===== config.mk =====
export PLATFORM = sky130hd
export DESIGN_NAME = esc_len_decoder
export DESIGN_NICKNAME = d
export VERILOG_FILES = /design/src/rtl/esc_len_pkg.sv /design/src/rtl/esc_len_accum.sv /design/src/rtl/esc_len_pass.sv /design/src/rtl/esc_len_decoder.sv
export SDC_FILE = /design/constraint.sdc
export NUM_CORES = 1
export LEC_CHECK = 0
export BUFFER_PORTS_ARGS = -buffer_cell sky130_fd_sc_hd__buf_4
export CAP_MARGIN = 20
export CORE_ASPECT_RATIO = 1.2
export CORE_MARGIN = 1.5
export CORE_UTILIZATION = 35
export DETAILED_ROUTE_END_ITERATION = 8
export PLACE_DENSITY = 0.6
export SLEW_MARGIN = 30
export SYNTH_ARGS = -nofsm -noshare
export SYNTH_HDL_FRONTEND = slang
export SYNTH_SLANG_ARGS = --single-unit
export TNS_END_PERCENT = 5

===== constraint.sdc =====
create_clock -name clk -period 3 [get_ports clk]
set_input_delay 0.3 -clock clk [delete_from_list [all_inputs] [get_ports clk]]
set_output_delay 0.3 -clock clk [all_outputs]
set_load 0.01 [all_outputs]

===== src/rtl/esc_len_pkg.sv =====
package esc_len_pkg;
    typedef enum logic [1:0] {
        ST_HDR  = 2'd0,
        ST_PAY  = 2'd1,
        ST_SKIP = 2'd2
    } dec_state_e;

    localparam logic [7:0] ESC_OCTET = 8'hFF;
endpackage


===== src/rtl/esc_len_accum.sv =====
module esc_len_accum #(
    parameter int LEN_W = 24
) (
    input  logic [LEN_W-1:0] total,
    input  logic [7:0]       octet,
    output logic [LEN_W-1:0] sum,
    output logic             carry,
    output logic             is_esc
);
    import esc_len_pkg::*;

    localparam int EXT_W = LEN_W + 1;

    logic [EXT_W-1:0] wide;

    always_comb begin
        wide   = {1'b0, total} + EXT_W'(octet);
        sum    = wide[LEN_W-1:0];
        carry  = wide[LEN_W];
        is_esc = (octet == ESC_OCTET);
    end
endmodule


===== src/rtl/esc_len_pass.sv =====
module esc_len_pass (
    input  logic       pay_en,
    input  logic       last_hint,
    input  logic       in_valid,
    input  logic [7:0] in_data,
    input  logic       out_ready,
    output logic       in_ready,
    output logic       out_valid,
    output logic [7:0] out_data,
    output logic       out_last,
    output logic       beat
);
    always_comb begin
        out_valid = pay_en & in_valid;
        out_data  = in_data;
        in_ready  = pay_en ? out_ready : 1'b1;
        out_last  = out_valid & last_hint;
        beat      = out_valid & out_ready;
    end
endmodule


===== src/rtl/esc_len_decoder.sv =====
module esc_len_decoder #(
    parameter int LEN_W = 24
) (
    input  logic             clk,
    input  logic             rst_n,
    input  logic [7:0]       in_data,
    input  logic             in_valid,
    output logic             in_ready,
    output logic [7:0]       out_data,
    output logic             out_valid,
    input  logic             out_ready,
    output logic             out_last,
    output logic [LEN_W-1:0] len_value,
    output logic             len_valid,
    output logic             len_overflow
);
    import esc_len_pkg::*;

    localparam logic [LEN_W-1:0] ONE = LEN_W'(1);

    typedef struct packed {
        dec_state_e       st;
        logic [LEN_W-1:0] total;
        logic [LEN_W-1:0] remain;
        logic [LEN_W-1:0] len;
        logic             len_vld;
        logic             ovf;
    } regs_t;

    regs_t r_d, r_q;

    logic [LEN_W-1:0] acc_sum;
    logic             acc_carry;
    logic             acc_esc;
    logic             beat;

    esc_len_accum #(.LEN_W(LEN_W)) u_accum (
        .total  (r_q.total),
        .octet  (in_data),
        .sum    (acc_sum),
        .carry  (acc_carry),
        .is_esc (acc_esc)
    );

    esc_len_pass u_pass (
        .pay_en    (r_q.st == ST_PAY),
        .last_hint (r_q.remain == ONE),
        .in_valid  (in_valid),
        .in_data   (in_data),
        .out_ready (out_ready),
        .in_ready  (in_ready),
        .out_valid (out_valid),
        .out_data  (out_data),
        .out_last  (out_last),
        .beat      (beat)
    );

    always_comb begin
        r_d         = r_q;
        r_d.len_vld = 1'b0;
        r_d.ovf     = 1'b0;
        unique case (r_q.st)
            ST_HDR: begin
                if (in_valid) begin
                    if (acc_carry) begin
                        r_d.ovf   = 1'b1;
                        r_d.total = '0;
                        r_d.st    = acc_esc ? ST_SKIP : ST_HDR;
                    end else if (acc_esc) begin
                        r_d.total = acc_sum;
                    end else begin
                        r_d.total   = '0;
                        r_d.len     = acc_sum;
                        r_d.len_vld = 1'b1;
                        r_d.remain  = acc_sum;
                        r_d.st      = (acc_sum == '0) ? ST_HDR : ST_PAY;
                    end
                end
            end
            ST_PAY: begin
                if (beat) begin
                    r_d.remain = r_q.remain - ONE;
                    if (r_q.remain == ONE) begin
                        r_d.st = ST_HDR;
                    end
                end
            end
            ST_SKIP: begin
                if (in_valid && !acc_esc) begin
                    r_d.st = ST_HDR;
                end
            end
            default: r_d.st = ST_HDR;
        endcase
    end

    always_ff @(posedge clk or negedge rst_n) begin
        if (!rst_n) begin
            r_q <= '0;
        end else begin
            r_q <= r_d;
        end
    end

    assign len_value    = r_q.len;
    assign len_valid    = r_q.len_vld;
    assign len_overflow = r_q.ovf;
endmodule


### Yosys cells after proc, flatten, opt, wreduce, memory -nomap -nowiden

Index checks and enable logic that the tools add are counted.

* add/sub/neg operators: 2
* equal/unequal tests: 11
* multiplexer cells: 17
* bitwise gates (word level): 5
* reduce and logical (&&, ||, !) cells: 9

Operators by type and width (count)
* $mux 49: 2
* $mux 76: 1
* $mux 24: 2
* $pmux 24 s2: 1
* $mux 26: 1
* $add 24x8->25: 1
* $eq 24x1->1 const B: 1
* $logic_not 24->1: 1
* $sub 24x1->24 const B: 1
* $mux 2: 6
* $ne 2x2->1 const B: 6
* $reduce_and 5->1: 2
* $eq 8x8->1 const B: 1
* $pmux 2 s3: 1
* $reduce_and 4->1: 1
* $and 1x1->1: 3
* $mux 1: 3
* $ne 3x2->1 const B: 1
* $eq 2x1->1 const B: 1
* $eq 2x2->1 const B: 1
* $logic_not 2->1: 1
* $not 1->1: 2
* $reduce_and 2->1: 1
* $reduce_bool 2->1: 1
* other kinds (2): 2

* bits in registers: 76
* bits of input ports: 12
* output and inout port bits: 37
* logic and storage cells: 50

### Logic depth before layout (Yosys ltp)

Gate-level depths: netlist of run 1.

* depth in word-level cells: 7
* depth in mapped cells: 10
* depth with buffers taken out: 9

### By module

Synthesis of run 1 repeated with hierarchy kept, for this count alone.

* cell total of the unflattened synthesis: 481
* area total of the unflattened synthesis: 4431.8 µm²

Modules (own cells, without submodules)
* esc_len_decoder: times used 1, cells an instance 375, area an instance 3659.8 µm², seq. area each 1901.8 µm²
* esc_len_accum: times used 1, cells an instance 94, area an instance 685.7 µm², seq. area each 0.0 µm²
* esc_len_pass: times used 1, cells an instance 12, area an instance 86.3 µm², seq. area each 0.0 µm²

### Worst setup path before layout of run 1

No wires, ideal clock.

* path kind: register -> register
* from: register r_q[50] (netlist name)
* to: register r_q[42] (netlist name)
* library setup time: 0.121 ns
* arrival: 2.629 ns
* required time: 2.879 ns
* setup slack: 0.250 ns
* cell stages (with the launch flop): 11
* buffers on the path: 1
* period minus slack after synthesis: 2.750 ns
* path through: dfrtp_1 > ha_1 > fa_1 > a211oi_1 > o211ai_1 > nand4_1 > a31o_2 > and3_1 > buf_2 > o21ai_0 > a22o_2

* longest elaborated chain between the ends: 5
* elaborated cells between the ends (all ways): 7
* classes of those cells: add/sub: 1; eq/ne: 1; mux: 4; reduce/logical: 1

RTL lines
* start, declared: line esc_len_decoder.sv:30 `regs_t r_d, r_q;`
* start signal, assigned: line esc_len_decoder.sv:101 `r_q <= r_d;`
* $add 24x8->25 (*): line esc_len_accum.sv:17 `wide = {1'b0, total} + EXT_W'(octet);`
* $mux 49: line esc_len_decoder.sv:69 `end else if (acc_esc) begin`
* $mux 49: line esc_len_decoder.sv:65 `if (acc_carry) begin`
* $mux 76: line esc_len_decoder.sv:64 `if (in_valid) begin`
* $pmux 24 s2: line esc_len_decoder.sv:62 `unique case (r_q.st)`

Mark *: on every way between the ends. The rest lies on a longest branch, timed or not. The select of a mux whose other input is x is not followed.
A chain may end at the register's enable or synchronous reset.

### Worst setup path after layout of run 1

* from: register r_q[50] (netlist name)
* to: register r_q[74] (netlist name)

* longest elaborated chain between the ends: 7
* elaborated cells between the ends (all ways): 9
* classes of those cells: add/sub: 1; eq/ne: 1; mux: 5; reduce/logical: 2

RTL lines
* $add 24x8->25 (*): line esc_len_accum.sv:17
* $logic_not 24->1: line esc_len_decoder.sv:76 `r_d.st = (acc_sum == '0) ? ST_HDR : ST_PAY;`
* $mux 1: line esc_len_decoder.sv:76
* $mux 2: line esc_len_decoder.sv:69
* $mux 26: line esc_len_decoder.sv:65
* $mux 76: line esc_len_decoder.sv:64
* $pmux 2 s3: line esc_len_decoder.sv:62

Marked as above.

==> results of run 1 <==
-- placed cells by master (no fill, tap or decap), drive strengths merged, types with 5 or more instances in the layout --
cell and n:
nand3 11, inv 7, xor2 11, buf 77, xnor2 8, o211ai 7, a21oi 34, nor2 41
nand2 34, ha 10, and2 5, nor3b 5, o31ai 6, or4 5, dfrtp 76, mux2 11
nor4 5, o32ai 5, o2bb2ai 8, and3 8, a22o 20, or3 6, nand4 9, or2 6
clkbuf 9, o21ai 48, nor3 16, o22ai 6
-- worst register-to-register path, cell delays in order (launching register included) --
cell and delay [ns]:
dfrtp_1 0.38, ha_1 0.22, fa_1 0.41, a211oi_1 0.30
buf_4 0.18, o21a_1 0.21, o31a_1 0.26, xor2_2 0.22
nand4_1 0.15, nor4b_2 0.27, a32oi_1 0.12
-- Yosys cell counts (6+ instances only) --
cell       number
mux2_2         11
nand4_1         9
nand3_1        11
inv_1           7
xnor2_1         8
o21ai_0        48
o31ai_1         6
dfrtp_1        76
nand2_1        34
o2bb2ai_1       8
xor2_1         11
and3_1          8
nor2_1         41
ha_1           10
a22o_1         19
o22ai_1         6
buf_2           8
buf_4          32
clkbuf_1       13
a21oi_1        33
o211ai_1        7
nor3_1         16
-- final timing paths --
check,start,endpoint,slack [ns],depth (start not counted)
hold / removal,in_valid,r_q[75]$_DFFE_PN0P_,0.25,2
setup / recovery,r_q[50]$_DFFE_PN0P_,r_q[74]$_DFFE_PN0P_,0.15,10
min in group asynchronous,rst_n,r_q[59]$_DFFE_PN0P_,0.47,2
hold reg to reg,r_q[34]$_DFFE_PN0P_,r_q[34]$_DFFE_PN0P_,0.51,1
max in group asynchronous,rst_n,r_q[44]$_DFFE_PN0P_,1.94,3
setup reg to reg,r_q[50]$_DFFE_PN0P_,r_q[74]$_DFFE_PN0P_,0.15,10
-- flip-flops by register name (all words and copies together), names as in the netlist --
signal / cells
r_q: 50
len_value: 24
len_overflow: 1
len_valid: 1
-- power by group --
part | switching [W] | internal (W)
logic | 0.000670 | 0.000641
registers | 0.000232 | 0.00131
clock network | 0.000444 | 0.000895
-- cells by family (layout without fill, tap and decap cells) --
kind of cell | Yosys count | in the layout | share of synthesized area, %
AO/OA/AOI/OAI | 157 | 157 | 22.6
XOR/XNOR | 19 | 19 | 3.58
flip-flops | 76 | 76 | 40.9
AND/OR/NAND/NOR | 163 | 163 | 18.8
adder cells (fa/ha/maj) | 11 | 11 | 3.12
buffers and inverters | 63 | 100 | 8.10
multiplexers | 12 | 12 | 2.88
-- metrics by stage --
stage,cells,setup WS [ns],hold WS (ns),utilization [%],total power (W)
finish,702,0.152,0.249,43.1,0.00420
global route,702,0.00929,0.253,43.1,0.00444
CTS,702,0.0882,0.238,43.0,0.00423
detailed placement,686,0.0585,0.319,40.1,0.00287
global placement,685,0.113,0.484,39.9,0.00283
floorplan,501,0.250,0.00441,-,0.00259
-- routing by layer --
| metal | share of wire, % | GRT usage [%] | vias to the layer above |
|---|---|---|---|
| met5 | 0 | 0 | - |
| met1 | 45 | 25.0 | 1939 |
| li1 | - | - | 1894 |
| met4 | 2.7 | 8.28 | 0 |
| met3 | 4.9 | 3.47 | 25 |
| met2 | 47 | 29.9 | 138 |
-- what timing repair did --
item / 4_1_cts / 5_1_grt
hold endpoints to repair: 39 / 0
endpoints found under the setup margin: 0 / 11
hold buffers: 1 / 0
resized for setup: 0 / 4
setup buffers: 0 / 0
-- layout make-up --
| class | instances | area share, % |
|---|---|---|
| Multi-Input combinational cell | 362 | 43.3 |
| Sequential cell | 76 | 34.5 |
| Clock inverter | 6 | 2.50 |
| Inverter | 7 | 0.477 |
| Clock buffer | 9 | 4.09 |
| Timing Repair Buffer | 78 | 11.4 |
| Tap cell | 164 | 3.72 |
==> reports/metrics.csv, run 1 <==
stage,metric,value,unit
status,outcome,"complete, no violations",
global_route,antenna_found_initial,0,
setup_path,critPathRequiredTime,3.22,ns
placed_design,postPlaceCellArea,5120,sq um
yosys,seq_area_frac_synth,40.9,%
floorplan,io_pins,49,
yosys,synth_edf_count,0,
global_route,overflow,0,
finish,final_nets,557,
global_route,grt_pass1_vias,3820,
finish,num_antenna_cells,0,
power,worst_ir_drop_vdd,0.369,mV
finish,area_growth,18.5,%
worst_hold_path,min_path_type,input port to flip-flop,
route,vias,3996,
floorplan,start_util,36.4,%
setup_path,slowest_delay,0.41,ns
yosys,synthFlopType,dfrtp_1,
clock_network,clkLatencyLatePin,0.35,ns
global_route,grt_pass1_wl,20300,um
setup_path,worstPathCellList,"ha_1, fa_1, a211oi_1, buf_4, o21a_1, o31a_1, xor2_2, nand4_1, nor4b_2, a32oi_1",
clock_network,cts_buffers,9,
clock_network,cts_tree,done,
yosys,async_flop_share,100,%
yosys,netlist-cell-type-count,60,
timing,hold_violations,0,
route,routedWlPerCell,17.8,um
setup_path,critPathKind,flip-flop to flip-flop,
route,drc,0,
timing,final.setup.tns,0,ns
timing,timing.fmax,351,MHz
floorplan,die_w,108,um
clock_network,cts_buffer_depth,2,
finish,stdcell_area,5510,sq um
setup_path,cp_top_family,compound AO/OA/AOI/OAI gates,
floorplan,rows,45,
yosys,synth_fp_nets,524,
finish,multi_input_area,2390,sq um
run,maxCapViolCount,0,
floorplan,coreArea,12800,sq um
finish,drive_above_1_share,24.0,%
finish,seq_area,1900,sq um
route,routed_wl,12500,um
setup_path,crit_buf_inv,1,
placed_design,gp_congestion,0.888,
clock_network,root_buffer,clkbuf_16,
floorplan,die-area,14000,sq um
timing,min_period,2.85,ns
global_route,grt_max_degree,41,
global_route,grt_usage,18.8,%
clock_network,path_clk_slew,0.06,ns
yosys,syn_avg_cell_area,9.28,sq um
power,pwr_density_cell,762,nW/um^2
placed_design,portBuffers,48,
yosys,synth_top_area_share,40.9,%
floorplan,die_y,129,um
yosys,ys_ff_latch,76,
timing,relSlewSlack,48.3,%
setup_path,end_kind,flip-flop,
placed_design,place_hpwl,9080,um
yosys,synth_top_area_cell,dfrtp_1,
route,post_drt_via_cell_ratio,5.69,
timing,worstMarginPinSlew,0.773,ns
finish,n_fill_cell,1211,
setup_path,cp_max_fo,4,
route,drtPass1Iterations,5,
timing,drv_slew,0,
clock_network,cts_max_level,3,
route,drt_first_iter_violations,257,
yosys,ys_warn_count,0,
setup_path,start_kind,flip-flop,
yosys,netlist_area,4650,sq um
timing,period_share,94.9,%
yosys,synth.area.top_cells,"dfrtp_1 (41%), o21ai_0 (5.2%), buf_4 (5.2%), a22o_1 (3.6%), a21oi_1 (3.6%)",
setup_path,cp.arrival,3.07,ns
timing,setup_violations,0,
power,leakage,2.34,nW
route,ant_nets,0,
timing,rsz0062_at_grt,no,
timing,finClkSkew,0.00762,ns
setup_path,slowest_stage,fa_1,
clock_network,clock_sinks,76,
yosys,postSynthCellCount,501,
(Power assumes the default switching activity.)
==> run 2, diff against run 1 <==
--- a/config.mk
+++ b/config.mk
@@ -5,7 +5,7 @@
 export SDC_FILE = /design/constraint.sdc
 export NUM_CORES = 1
 export LEC_CHECK = 0
-export BUFFER_PORTS_ARGS = -buffer_cell sky130_fd_sc_hd__buf_4
+export BUFFER_PORTS_ARGS = -buffer_cell sky130_fd_sc_hd__buf_2
 export CAP_MARGIN = 20
 export CORE_ASPECT_RATIO = 1.2
 export CORE_MARGIN = 1.5
==> run 2 against run 1 <==
Against the previous run: wire length is 1.6% higher; register-to-register slack improved by 0.05 ns; critical path depth is 2 lower; die area unchanged; combinational power shrank 5%; critical endpoint is now r_q[37]$_DFFE_PN0P_.
==> reports/metrics.csv, run 2 (same netlist as run 1, synthesis figures left out) <==
stage,metric,value,unit
floorplan,start_util,36.4,%
global_route,grt_max_degree,47,
status,outcome,"complete, no violations",
route,drc,0,
power,fin_total_pwr,0.00403,W
clock_network,cts_buffer_depth,2,
setup_path,r2r_slack,0.20,ns
placed_design,place_hpwl,9320,um
run,maxCapViolCount,0,
finish,final_common_cell,dfrtp_1,
timing,finClkSkew,0.00952,ns
timing,timing.fmax,357,MHz
setup_path,start_kind,flip-flop,
timing,min_period,2.80,ns
timing,setup_violations,0,
setup_path,critPathKind,flip-flop to flip-flop,
route,drtPass1Iterations,5,
route,ant_nets,0,
finish,final_cells,708,
route,routedWlPerCell,18.0,um
setup_path,slowest_stage,nor3_1,
route,vias,4032,
floorplan,io_pins,49,
setup_path,worstPathCellList,"ha_1, nand3_1, nor3_1, or2_0, nand2b_1, xnor2_1, o32ai_1, a22o_1",
clock_network,cts_tree,done,
setup_path,cp_max_fo,6,
setup_path,critPathRequiredTime,3.23,ns
placed_design,gp_congestion,0.855,
global_route,antenna_found_initial,0,
placed_design,portBuffers,48,
worst_hold_path,min_path_type,input port to flip-flop,
global_route,grt_usage,19.1,%
finish,largest-register,r_q,
finish,num_antenna_cells,0,
finish,largest_reg_flops,50,
timing,relSlewSlack,48.4,%
route,drt_first_iter_violations,272,
setup_path,end_kind,flip-flop,
global_route,grt_pass1_vias,3958,
clock_network,root_buffer,clkbuf_16,
global_route,grt_pass1_wl,20800,um
finish,final_nets,563,
clock_network,path_clk_slew,0.06,ns
timing,worstMarginPinSlew,0.771,ns
finish,drive_above_1_share,24.3,%
clock_network,cts_max_level,3,
setup_path,slowest_delay,0.42,ns
power,pwr_density_cell,745,nW/um^2
route,routed_wl,12700,um
finish,n_fill_cell,1270,
clock_network,clock_sinks,76,
clock_network,cts_setup_buffers,0,
floorplan,coreArea,12800,sq um
timing,period_share,93.3,%
floorplan,die-area,14000,sq um
route,post_drt_via_cell_ratio,5.69,
setup_path,cp.arrival,3.03,ns
floorplan,die_w,108,um
global_route,overflow,0,
clock_network,clkLatencyLatePin,0.34,ns
power,leakage,2.32,nW
finish,mostFrequentLayoutCells,"dfrtp_1 (76), o21ai_0 (48), buf_2 (47), nor2_1 (40), nand2_1 (34)",
clock_network,cts_buffers,9,
timing,rsz0062_at_grt,no,
finish,area_growth,16.4,%
placed_design,place_inst,692,
timing,hold_violations,0,
power,worst_ir_drop_vdd,0.352,mV
floorplan,rows,45,
floorplan,die_y,129,um
timing,drv_slew,0,
timing,final.setup.tns,0,ns
[run 2: where the power goes]
group	switching (W)	internal [W]	leakage (nW)
Combinational	0.000682	0.000560	1.17
Clock	0.000440	0.000811	0.166
Sequential	0.000227	0.00131	0.993
[run 2: worst max-delay path, delay by kind of cell (launching register included)]
kind / cells / cell delay, ns
AND/OR/NAND/NOR: 4 / 1.12
AO/OA/AOI/OAI: 2 / 0.41
adder cells (fa/ha/maj): 1 / 0.39
XOR/XNOR: 1 / 0.39
flip-flops: 1 / 0.38
[run 2: metal layers]
metal	up-vias	track usage, %	wire length (um)
li1	1901	-	-
met1	1982	25.5	5760
met2	127	31.9	6100
met3	22	2.52	606
met4	0	6.89	264
met5	-	0	0
[run 2: final timing paths]
path / from / endpoint / depth (start not counted)
hold / removal: in_valid / r_q[75]$_DFFE_PN0P_ / 2
min in group asynchronous: rst_n / r_q[56]$_DFFE_PN0P_ / 2
hold reg to reg: r_q[34]$_DFFE_PN0P_ / r_q[34]$_DFFE_PN0P_ / 1
setup reg to reg: r_q[56]$_DFFE_PN0P_ / r_q[37]$_DFFE_PN0P_ / 8
setup / recovery: r_q[56]$_DFFE_PN0P_ / r_q[37]$_DFFE_PN0P_ / 8
max in group asynchronous: rst_n / r_q[43]$_DFFE_PN0P_ / 3
[run 2: area by class of cell]
type	count	area, sq um	share of cell area, %
multi-input combinational	362	2380	44.0
inverter	7	26.3	0.486
clock inverter	6	113	2.08
sequential	76	1900	35.2
tap	164	205	3.79
timing repair buffer	84	561	10.4
clock buffer	9	225	4.16
[run 2: timing repair]
action,4_1_cts,5_1_grt
setup endpoints to repair,0,3
hold buffers,1,0
resized for setup,0,1
endpoints found under the hold margin,30,0
[run 2: through the flow]
step	hold slack (ns)	instance area, sq um	utilization (%)	setup slack [ns]
floorplan	0.00441	4650	-	0.250
global route	0.282	5410	42.3	0.0339
global placement	0.478	5030	39.3	0.164
detailed placement	0.272	5060	39.6	0.115
finish	0.276	5410	42.3	0.202
CTS	0.268	5400	42.3	0.153
==> run 3, diff against run 2 <==
--- a/config.mk
+++ b/config.mk
@@ -9,9 +9,9 @@
 export CAP_MARGIN = 20
 export CORE_ASPECT_RATIO = 1.2
 export CORE_MARGIN = 1.5
-export CORE_UTILIZATION = 35
+export CORE_UTILIZATION = 45
 export DETAILED_ROUTE_END_ITERATION = 8
-export PLACE_DENSITY = 0.6
+export PLACE_DENSITY = 0.72
 export SLEW_MARGIN = 30
 export SYNTH_ARGS = -nofsm -noshare
 export SYNTH_HDL_FRONTEND = slang
==> run 3 against run 2 <==
Against the previous run: non-clock buffer count down 5; combinational power about the same; the flow now finishes with violations (hold timing); clock skew down 0.0021 ns; clock-buffer cell count up 1; register-to-register slack worse by 0.02 ns; wire length down 3.1%; critical path depth unchanged; final cell count down 5.9%; sequential share of layout area up 0.76 points.
==> reports/metrics.csv, run 3 (same netlist as run 1, synthesis figures left out) <==
stage,metric,value,unit
global_route,grt_pass1_wl,19900,um
power,power.share.combinational,30.5,%
setup_path,cp_top_family,compound AO/OA/AOI/OAI gates,
route,post_drt_via_cell_ratio,6.03,
setup_path,start_kind,flip-flop,
setup_path,critPathRequiredTime,3.23,ns
timing,min_period,2.81,ns
clock_network,clock_sinks,76,
timing,drv_slew,0,
worst_hold_path,min_path_type,input port to asynchronous set/reset pin,
timing,period_share,93.8,%
power,switching_share,33.5,%
power,leakage,2.29,nW
placed_design,gp_congestion,0.907,
timing,hold_violations,25,
floorplan,io_pins,49,
power,p_sw,0.00135,W
finish,final_common_cell,dfrtp_1,
clock_network,root_buffer,clkbuf_16,
setup_path,slowest_stage,a2111oi_4,
floorplan,coreArea,10000,sq um
power,worst_ir_drop_vdd,0.388,mV
setup_path,crit_buf_inv,1,
timing,finalWorstSetupSlack,0.185,ns
setup_path,worstPathCellList,"ha_1, nand2_1, a2111oi_4, nand4_1, buf_4, nand2b_1, o32ai_1, a22o_1",
timing,hold_slack,-0.0343,ns
finish,n_fill_cell,900,
clock_network,cts_buffer_depth,2,
placed_design,dp_slack,0.0138,ns
setup_path,crit_cells,8,
placed_design,portBuffers,48,
power,pwr_density_cell,761,nW/um^2
route,routedWlPerCell,18.5,um
floorplan,start_util,46.4,%
route,drc,0,
finish,area_growth,13.9,%
floorplan,die_y,114,um
placed_design,place_hpwl,8740,um
floorplan,rows,40,
setup_path,worstSetupStartpoint,r_q[57]$_DFFE_PN0P_,
clock_network,cts_tree,done,
status,failed_checks,hold timing,
finish,drive_above_1_share,24.3,%
finish,num_antenna_cells,0,
setup_path,cp_max_fo,12,
setup_path,end_kind,flip-flop,
floorplan,die_w,95.8,um
route,drt_first_iter_violations,279,
route,vias,4016,
global_route,grt_pass1_vias,3861,
timing,timing.fmax,355,MHz
power,pwr-share-seq,38.2,%
setup_path,cp.arrival,3.04,ns
setup_path,critPathKind,flip-flop to flip-flop,
finish,final_nets,558,
clock_network,cts_max_level,3,
clock_network,clkLatencyLatePin,0.34,ns
power,pwr-share-clk,31.3,%
global_route,grt_usage,24.0,%
global_route,antenna_found_initial,0,
floorplan,die-area,11000,sq um
global_route,overflow,0,
route,routed_wl,12300,um
status,outcome,"finished, violations left",
global_route,grt_max_degree,77,
setup_path,worstReg2RegStart,r_q[57]$_DFFE_PN0P_,
route,ant_nets,0,
finish,mostFrequentLayoutCells,"dfrtp_1 (76), o21ai_0 (47), buf_2 (47), nor2_1 (40)",
run,maxCapViolCount,0,
setup_path,slowest_delay,0.48,ns
timing,final.setup.tns,0,ns
route,drtPass1Iterations,5,
setup_path,reg2regPathDepth,8,
timing,relSlewSlack,51.0,%
timing,worstMarginPinSlew,0.732,ns
clock_network,path_clk_slew,0.06,ns
clock_network,cts_buffers,9,
timing,setup_violations,0,
timing,finClkSkew,0.00739,ns
finish,largest_reg_flops,50,
finish,largest-register,r_q,
power,intPower,0.00268,W
==> run 3: per-layer routing <==
metal	track usage [%]	wire length [um]
met5	0	0
met4	11.1	402
met3	5.38	725
met2	37.5	5920
met1	31.6	5270
==> run 3: path summary, 6_finish.rpt <==
check                                                 end  slack, ns
worst min-delay path                  r_q[56]$_DFFE_PN0P_      -0.03
worst min register to register  len_value[18]$_DFFE_PN0P_       0.50
min in group clk                      r_q[75]$_DFFE_PN0P_       0.27
max in group asynchronous       len_value[15]$_DFFE_PN0P_       2.53
worst max-delay path                  r_q[37]$_DFFE_PN0P_       0.19
worst max register to register        r_q[37]$_DFFE_PN0P_       0.19
==> run 3: final cells by class <==
class	instances	area, sq um	area share, %
inverter	7	26.3	0.496
timing repair buffer	79	479	9.05
sequential	76	1900	35.9
tap	126	158	2.98
multi-input combinational	362	2390	45.1
clock inverter	6	111	2.10
clock buffer	10	229	4.33
==> run 3: through the flow <==
stage / total power [W] / utilization [%] / instance area (sq um) / instances
after global placement: 0.00272 / 49.1 / 4920 / 648
after CTS: 0.00403 / 52.5 / 5260 / 664
final: 0.00403 / 52.9 / 5290 / 666
after global routing: 0.00426 / 52.9 / 5290 / 666
after detailed placement: 0.00277 / 49.1 / 4920 / 648
after floorplan: 0.00259 / - / 4650 / 501
==> run 3: timing repair <==
item | 4_1_cts | 5_1_grt
gates resized for setup | 0 | 5
hold buffers | 0 | 0
setup endpoints to repair | 0 | 23
buffers inserted | 0 | 2
==> run 3: power groups by stage <==
stage / Sequential (W) / Clock (W) / Combinational, W
2_1_floorplan: 0.00149 / 0 / 0.00110
3_3_place_gp: 0.00154 / 0 / 0.00119
3_5_place_dp: 0.00155 / 0 / 0.00122
4_1_cts: 0.00154 / 0.00127 / 0.00122
5_1_grt: 0.00158 / 0.00132 / 0.00136
6_report: 0.00154 / 0.00126 / 0.00123
